==> config.mk <==
export PLATFORM = sky130hd
export DESIGN_NAME = vl_ring_tpg
export DESIGN_NICKNAME = d
export VERILOG_FILES = /design/src/rtl/vl_ring_pkg.sv /design/src/rtl/vl_ring_rotate.sv /design/src/rtl/vl_ring_ctrl.sv /design/src/rtl/vl_ring_store.sv /design/src/rtl/vl_ring_tpg.sv
export SDC_FILE = /design/constraint.sdc
export NUM_CORES = 1
export LEC_CHECK = 0
export BUFFER_PORTS_ARGS = -buffer_cell sky130_fd_sc_hd__buf_2
export CAP_MARGIN = 10
export CORE_UTILIZATION = 56
export CTS_CLUSTER_SIZE = 10
export DETAILED_ROUTE_END_ITERATION = 7
export HOLD_SLACK_MARGIN = 0.06
export PLACE_DENSITY = 0.79
export SYNTH_ARGS = -nofsm -noshare
export SYNTH_HDL_FRONTEND = slang
export SYNTH_SLANG_ARGS = --single-unit
export TNS_END_PERCENT = 100
==> constraint.sdc <==
create_clock -name clk -period 3.6 [get_ports clk]
set_clock_uncertainty 0.1 [all_clocks]
set_input_delay 0.18 -clock clk [delete_from_list [all_inputs] [get_ports clk]]
set_output_delay 0.18 -clock clk [all_outputs]
set_load 0.005 [all_outputs]
==> src/rtl/vl_ring_pkg.sv <==
package vl_ring_pkg;
   typedef enum logic {
      RING_PLAIN = 1'b0,
      RING_TWIST = 1'b1
   } ring_mode_e;
endpackage

==> src/rtl/vl_ring_rotate.sv <==
module vl_ring_rotate #(
   parameter int WIDTH = 16
) (
   input  logic [WIDTH-1:0] pat_i,
   input  logic [WIDTH-1:0] mask_i,
   input  logic             invert_wrap_i,
   output logic [WIDTH-1:0] nxt_o,
   output logic             live_o
);
   localparam int TOP = WIDTH - 1;

   generate
      if (WIDTH < 2) begin : g_bad_width
         $error("vl_ring_rotate: WIDTH must be at least 2");
      end
   endgenerate

   logic [WIDTH-1:0] turned;
   logic             top_val;

   // ring is live only with two or more acting bits
   assign live_o = |(mask_i & (mask_i - WIDTH'(1)));

   // value held by the highest acting position
   always_comb begin
      top_val = 1'b0;
      for (int j = 0; j <= TOP; j++) begin
         if (mask_i[j]) top_val = pat_i[j];
      end
   end

   generate
      for (genvar i = 0; i < WIDTH; i++) begin : g_bit
         logic below_hit;
         logic below_val;
         always_comb begin
            below_hit = 1'b0;
            below_val = 1'b0;
            for (int j = 0; j < i; j++) begin
               if (mask_i[j]) begin
                  below_hit = 1'b1;
                  below_val = pat_i[j];
               end
            end
         end
         assign turned[i] = !mask_i[i] ? pat_i[i] :
                            below_hit  ? below_val :
                                         (top_val ^ invert_wrap_i);
      end
   endgenerate

   assign nxt_o = live_o ? turned : pat_i;
endmodule

==> src/rtl/vl_ring_ctrl.sv <==
module vl_ring_ctrl #(
   parameter int CNT_W = 16
) (
   input  logic             clk,
   input  logic             rst_n,
   input  logic             load_i,
   input  logic [CNT_W-1:0] len_i,
   input  logic             enable_i,
   output logic             step_o,
   output logic             done_o
);
   generate
      if (CNT_W < 1) begin : g_bad_cnt
         $error("vl_ring_ctrl: CNT_W must be at least 1");
      end
   endgenerate

   logic [CNT_W-1:0] cnt_q;
   logic [CNT_W-1:0] len_q;
   logic             armed_q;
   logic             at_end;

   assign at_end = (cnt_q == len_q);
   assign done_o = armed_q && at_end;
   assign step_o = enable_i && !load_i && armed_q && !at_end;

   always_ff @(posedge clk or negedge rst_n) begin
      if (!rst_n) begin
         cnt_q   <= '0;
         len_q   <= '0;
         armed_q <= 1'b0;
      end else if (load_i) begin
         cnt_q   <= '0;
         len_q   <= len_i;
         armed_q <= 1'b1;
      end else if (step_o) begin
         cnt_q   <= cnt_q + CNT_W'(1);
      end
   end


   count_bound_chk: assert property (@(posedge clk) disable iff (!rst_n)
      cnt_q <= len_q);


   done_sticky_chk: assert property (@(posedge clk) disable iff (!rst_n)
      done_o && !load_i |=> done_o);


   idle_count_chk: assert property (@(posedge clk) disable iff (!rst_n)
      !load_i && !enable_i |=> $stable(cnt_q));
endmodule

==> src/rtl/vl_ring_store.sv <==
module vl_ring_store #(
   parameter int WIDTH    = 16,
   parameter bit TWIST_EN = 1'b1
) (
   input  logic                   clk,
   input  logic                   rst_n,
   input  logic                   load_i,
   input  logic [WIDTH-1:0]       seed_i,
   input  logic [WIDTH-1:0]       mask_i,
   input  vl_ring_pkg::ring_mode_e mode_i,
   input  logic                   step_i,
   input  logic [WIDTH-1:0]       nxt_i,
   output logic [WIDTH-1:0]       pat_o,
   output logic [WIDTH-1:0]       mask_o,
   output logic                   invert_o
);
   import vl_ring_pkg::*;

   ring_mode_e mode_q;

   always_ff @(posedge clk or negedge rst_n) begin
      if (!rst_n) begin
         pat_o  <= '0;
         mask_o <= '0;
      end else if (load_i) begin
         pat_o  <= seed_i;
         mask_o <= mask_i;
      end else if (step_i) begin
         pat_o  <= nxt_i;
      end
   end

   generate
      if (TWIST_EN) begin : g_twist
         always_ff @(posedge clk or negedge rst_n) begin
            if (!rst_n)      mode_q <= RING_PLAIN;
            else if (load_i) mode_q <= mode_i;
         end
      end else begin : g_plain_only
         assign mode_q = RING_PLAIN;
      end
   endgenerate

   assign invert_o = (mode_q == RING_TWIST);


   seed_load_chk: assert property (@(posedge clk) disable iff (!rst_n)
      load_i |=> pat_o == $past(seed_i));


   frozen_hold_chk: assert property (@(posedge clk) disable iff (!rst_n)
      !load_i |=> ((pat_o & ~mask_o) == ($past(pat_o) & ~$past(mask_o))));


   idle_hold_chk: assert property (@(posedge clk) disable iff (!rst_n)
      !load_i && !step_i |=> $stable(pat_o));
endmodule

==> src/rtl/vl_ring_tpg.sv <==
module vl_ring_tpg #(
   parameter int WIDTH    = 16,
   parameter int CNT_W    = 16,
   parameter bit TWIST_EN = 1'b1
) (
   input  logic             clk,
   input  logic             rst_n,
   input  logic             load_i,
   input  logic [WIDTH-1:0] seed_i,
   input  logic [WIDTH-1:0] act_mask_i,
   input  logic             twist_i,
   input  logic [CNT_W-1:0] run_len_i,
   input  logic             enable_i,
   output logic [WIDTH-1:0] pattern_o,
   output logic             done_o
);
   import vl_ring_pkg::*;

   logic [WIDTH-1:0] nxt;
   logic [WIDTH-1:0] mask_q;
   logic             invert;
   logic             live;
   logic             step;
   ring_mode_e       mode_in;

   assign mode_in = twist_i ? RING_TWIST : RING_PLAIN;

   vl_ring_ctrl #(.CNT_W(CNT_W)) i_ctrl (
      .clk      (clk),
      .rst_n    (rst_n),
      .load_i   (load_i),
      .len_i    (run_len_i),
      .enable_i (enable_i),
      .step_o   (step),
      .done_o   (done_o)
   );

   vl_ring_store #(.WIDTH(WIDTH), .TWIST_EN(TWIST_EN)) i_store (
      .clk      (clk),
      .rst_n    (rst_n),
      .load_i   (load_i),
      .seed_i   (seed_i),
      .mask_i   (act_mask_i),
      .mode_i   (mode_in),
      .step_i   (step),
      .nxt_i    (nxt),
      .pat_o    (pattern_o),
      .mask_o   (mask_q),
      .invert_o (invert)
   );

   vl_ring_rotate #(.WIDTH(WIDTH)) i_rot (
      .pat_i         (pattern_o),
      .mask_i        (mask_q),
      .invert_wrap_i (invert),
      .nxt_o         (nxt),
      .live_o        (live)
   );


   plain_weight_chk: assert property (@(posedge clk) disable iff (!rst_n)
      !load_i && !invert |=>
         $countones(pattern_o & mask_q) == $past($countones(pattern_o & mask_q)));


   dead_ring_chk: assert property (@(posedge clk) disable iff (!rst_n)
      !load_i && !live |=> $stable(pattern_o));


   done_freeze_chk: assert property (@(posedge clk) disable iff (!rst_n)
      done_o && !load_i |=> $stable(pattern_o));
endmodule

======== Word-level counts from Yosys, hierarchy flattened ========
Index checks and enable logic that the tools add are counted.
storage, ports and cells
  bits of input ports ..................... 53
  output and inout port bits .............. 17
  register bits after elaboration ......... 66
  word-level logic and storage cells ...... 135
operators by class
  reduce and logical (&&, ||, !) cells .... 41
  $add $sub $neg .......................... 2
  bitwise operators ....................... 2
  muxes and demuxes ....................... 68
  equal/unequal tests ..................... 1
operators by type and width
  operator                                             number
  2-to-1 mux 16 bit                                    5
  2-to-1 mux 1 bit                                     63
  AND reduction 3 bit                                  16
  nonzero test 2 bit                                   18
  adder 16 x 1 -> 16 bit (second input constant)       1
  AND 16 bit                                           1
  == test 16 bit                                       1
  OR reduction 16 bit                                  1
  subtractor 16 x 1 -> 16 bit (second input constant)  1
  logical AND 1 bit                                    4
  logical NOT 1 bit                                    2
  bitwise XOR 1 bit                                    1

======== Logic depth before layout (Yosys ltp) ========
  word-level depth ........................ 22
  gate-level depth with buffers ........... 11

======== By module ========
A second synthesis with hierarchy kept.
second synthesis, totals
  cells, all modules ...................... 404
  area total of the unflattened synthesis .. 3948.8 um2
by module, submodules not included
  module          cells each  times used  area each (um2)
  vl_ring_ctrl    157         1           1699.1
  vl_ring_store   105         1           1383.8
  vl_ring_rotate  142         1           865.8

======== Least setup slack after synthesis ========
OpenSTA, ideal clock, no wires.
  path type ............................... register to register
  start point ............................. register i_store.mask_o[3]
  end point ............................... register i_store.pat_o[6]
  setup slack ............................. 0.982 ns
  period minus slack after synthesis ...... 2.618 ns
  stages on the path, launching flop included .. 10
  arrival ................................. 2.395 ns
  library setup time ...................... 0.123 ns
  path through ............................ dfrtp_1 > buf_2 > nor2b_1 > a311oi_2 > o211ai_2 > o2111a_1 > or3_1 > buf_6 > a221o_1 > o221a_1
on the way
  cells in the longest elaborated chain, start to end .. 19
  elaborated cells on any way between the ends .. 27
RTL lines
  element                         RTL line                                    RTL
  from (decl)                     vl_ring_store.sv:14                         output logic [WIDTH-1:0] mask_o,
  from (signal assigned)          vl_ring_store.sv:27                         mask_o <= mask_i;
  2-to-1 mux 1 bit (3 in a row)   vl_ring_rotate.sv:28, vl_ring_rotate.sv:40
  2-to-1 mux 1 bit (10 in a row)  vl_ring_rotate.sv:28                        if (mask_i[j]) top_val = pat_i[j];
  bitwise XOR 1 bit               vl_ring_rotate.sv:48                        (top_val ^ invert_wrap_i);
  2-to-1 mux 1 bit                vl_ring_rotate.sv:47                        below_hit ? below_val :
  2-to-1 mux 1 bit                vl_ring_rotate.sv:46                        assign turned[i] = !mask_i[i] ? pat_i[i] :
  2-to-1 mux 16 bit               vl_ring_rotate.sv:52                        assign nxt_o = live_o ? turned : pat_i;
  2-to-1 mux 16 bit               vl_ring_store.sv:28                         end else if (step_i) begin
  2-to-1 mux 16 bit               vl_ring_store.sv:25                         end else if (load_i) begin
  to (signal assigned)            vl_ring_store.sv:26                         pat_o <= seed_i;
  to (signal assigned)            vl_ring_store.sv:29                         pat_o <= nxt_i;
  to (decl)                       vl_ring_store.sv:13                         output logic [WIDTH-1:0] pat_o,
Several ways; a longest one is shown, not always the timed one. The select of a mux whose other input is x is not followed.
A chain may end at the register's enable or synchronous reset.

======== Worst setup path after layout ========
  start point ............................. register i_store.mask_o[9]
  end point ............................... register i_store.pat_o[12]
on the way
  cells in the longest elaborated chain, start to end .. 13
  elaborated cells on any way between the ends .. 21
RTL lines
  element                        RTL line
  2-to-1 mux 1 bit (3 in a row)  vl_ring_rotate.sv:28, vl_ring_rotate.sv:40
  2-to-1 mux 1 bit (4 in a row)  vl_ring_rotate.sv:28
  bitwise XOR 1 bit              vl_ring_rotate.sv:48
  2-to-1 mux 1 bit               vl_ring_rotate.sv:47
  2-to-1 mux 1 bit               vl_ring_rotate.sv:46
  2-to-1 mux 16 bit              vl_ring_rotate.sv:52
  2-to-1 mux 16 bit              vl_ring_store.sv:28
  2-to-1 mux 16 bit              vl_ring_store.sv:25
Several ways; a longest one is shown, not always the timed one. The select of a mux whose other input is x is not followed.

==> impl_metrics.yaml <==
sta:
  rsz0062_at_grt: "no"
  slew_headroom_pct: 33.13
  final-setup-viol-count: 0
  finalSetupTns_ns: 0
  clock.fmax_mhz: 325.4
  worst_pin_slew_ns: 1.003
  min_period_ns: 3.073
  worst_slack_ns: 0.5273
  period_share_pct: 85.35
  finalHoldViolations: 0
  drv_slew: 0
logic_synthesis:
  syn_area_per_cell_um2: 9.835
  muxShareOfSynthArea_pct: 8.986
  syn_area_um2: 3885
  synth_compound_area_share_pct: 15.75
  synthArstFlopShare_pct: 100.0
  synth_flop_cell: "dfrtp_1"
  seq_area_frac_synth_pct: 42.51
  synth_top_family_by_area: "simple AND/OR/NAND/NOR gates"
  yosys_warnings: 0
  synth_cells: 395
  synth-xor-area-share_pct: 5.862
  synth_cell_types: 66
  synth-simple-area-share_pct: 20.77
  synth_fp_nets: 449
  synth_seq_cells: 66
  synth-adder-area-share_pct: 0.8374
  synth_edf_count: 0
final_layout:
  nNetsFinal: 552
  seqCellArea_um2: 1652
  layout_commonest_cell: "buf_2"
  multi_input_area_um2: 2033
  drive_gt1_share_pct: 26.84
  num-fill-cells: 460
  n_antenna_cell: 0
  final_util_pct: 75.46
  final_cell_mix: "buf_2, dfrtp_1, dlygate4sd3_1, nand2_1, mux2_2"
  syn_to_final_growth_pct: 26.86
grt:
  grt_pass1_vias: 3314
  grt.overflow.total: 0
  antenna_found_initial: 0
  grt_max_degree: 47
  grt_usage_pct: 27.13
  grt_pass1_wl_um: 15630
clock_network:
  cts_setup_buffers: 0
  clk_latency_ns: 0.34
  clkTransAtPathRegs_ns: 0.07
  clockRootBuffer: "clkbuf_8"
  cts.sinks: 66
  htree_levels: 3
  cts_buffer_depth: 2
  cts_tree: "yes"
  cts_buffers: 9
routing:
  vias: 3417
  drt_iter0_drc: 232
  drc: 0
  drtPass1Iterations: 5
  ant_nets: 0
  wl_um: 9025
  viasPerCell: 5.891
  wire_per_inst_um: 15.56
die:
  fp.dieW_um: 85.29
  core_um2: 6531
  start_util_pct: 59.48
  pin_count: 70
  fp.dieArea_um2: 7274
  fp.dieH_um: 85.29
  num_rows: 29
run_status:
  status: "completed"
setup_path:
  critical_path_buf_inv_count: 1
  worstPathRequired_ns: 3.72
  start_kind: "flop"
  critPathKind: "flop to flop"
  crit_arrival_ns: 3.20
  cp_cell_sequence: "or3_1 > nor4_4 > a21oi_1 > nor4_4 > nor3_2 > buf_4 > and3b_1 > a221o_1"
  cp_slowest_cell: "or3_1"
  cp-end-kind: "flop"
  max_stage_delay_ns: 0.56
  crit_top_cell: "nor4_4"
  cp_top_family: "simple AND/OR/NAND/NOR gates"
  crit_fanout: 17
power:
  powerDensity_nw_per_um2: 406.2
  vdd_drop_max_v: 0.0002952
  total_power_mw: 2.002
  power_leakage_nw: 2.085
place:
  io_buffers: 69
  hpwl_um: 6042
  dp_slack_ns: 0.5937
  gp_congestion: 0.8549
worst_hold_path:
  hold_class: "input port to flop"
run:
  maxCapViolCount: 0
## cells in the mapped netlist, types with 8 or more instances
master,count,area [um^2]
inv_1,12,45.04
nor2_1,23,86.33
nor3_1,17,85.08
clkbuf_1,13,48.80
mux2_2,30,337.8
o21ai_0,14,70.07
nand3_1,8,40.04
nand4_1,9,56.30
xnor2_1,23,201.4
buf_2,8,40.04
nand2_1,31,116.4
nor2b_1,9,56.30
dfrtp_1,66,1652
a21oi_1,18,90.09
## sequential cells by signal, summed over array words and instances, names as in the netlist
| name | count |
|---|---|
| i_ctrl.armed_q | 1 |
| i_ctrl.cnt_q | 16 |
| i_ctrl.len_q | 16 |
| i_store.invert_o | 1 |
| i_store.mask_o | 16 |
| i_store.pat_o | 16 |
## final timing paths
check                                       start            endpoint  slack (ns)  cells after the start
worst max-delay path            i_store.mask_o[9]   i_store.pat_o[12]        0.53                      8
worst min-delay path                    seed_i[3]    i_store.pat_o[3]        0.17                      4
worst max register to register  i_store.mask_o[9]   i_store.pat_o[12]        0.53                      8
worst min register to register     i_ctrl.armed_q      i_ctrl.armed_q        0.39                      1
max in group asynchronous                   rst_n   i_store.pat_o[12]        2.08                      3
min in group asynchronous                   rst_n  i_store.mask_o[14]        0.44                      2
## per-stage QoR
| step | hold slack [ns] | area [um^2] | instances |
|---|---|---|---|
| floorplan | -0.2156 | 3885 | 395 |
| global placement | 0.2833 | 4202 | 515 |
| detailed placement | 0.3021 | 4202 | 515 |
| CTS | 0.1612 | 4928 | 580 |
| global route | 0.2021 | 4928 | 580 |
| finish | 0.1677 | 4928 | 580 |
## layer usage
metal | global-route usage [%] | routed length (um) | up-vias
li1 | - | - | 1649
met1 | 37.44 | 4162 | 1647
met2 | 43.99 | 4261 | 113
met3 | 5.934 | 503 | 8
met4 | 6.667 | 97 | 0
met5 | 0 | 0 | -
## cell type report
| class | count | area share, % |
|---|---|---|
| multi-input combinational | 287 | 41.25 |
| sequential | 66 | 33.51 |
| timing repair buffer | 122 | 17.57 |
| clock buffer | 11 | 3.072 |
| tap | 77 | 1.955 |
| clock inverter | 5 | 1.726 |
| inverter | 12 | 0.9139 |
## kinds of logic after synthesis
logic type	Yosys count
muxes	31
AOI/OAI and AO/OA	83
buffers and inverters	42
DFF	66
adders and majority gates	3
xor gates and xnor gates	26
and+or+nand+nor	144
## report_power, final
group | internal (mW) | switching, mW
Sequential | 0.802 | 0.0910
Clock | 0.431 | 0.297
Combinational | 0.204 | 0.177
## worst reg2reg max path, delay by kind of cell, from the launching register on
family | cells | cell delay [ns]
simple gates | 5 | 1.66
flops | 1 | 0.49
compound gates | 2 | 0.47
buf+inv | 1 | 0.24
## repair_timing
action	CTS	global route
hold buffers	49	0
endpoints found under the hold margin	91	0
resized for setup	0	0
No activity file was read; power rests on OpenSTA's default activity.
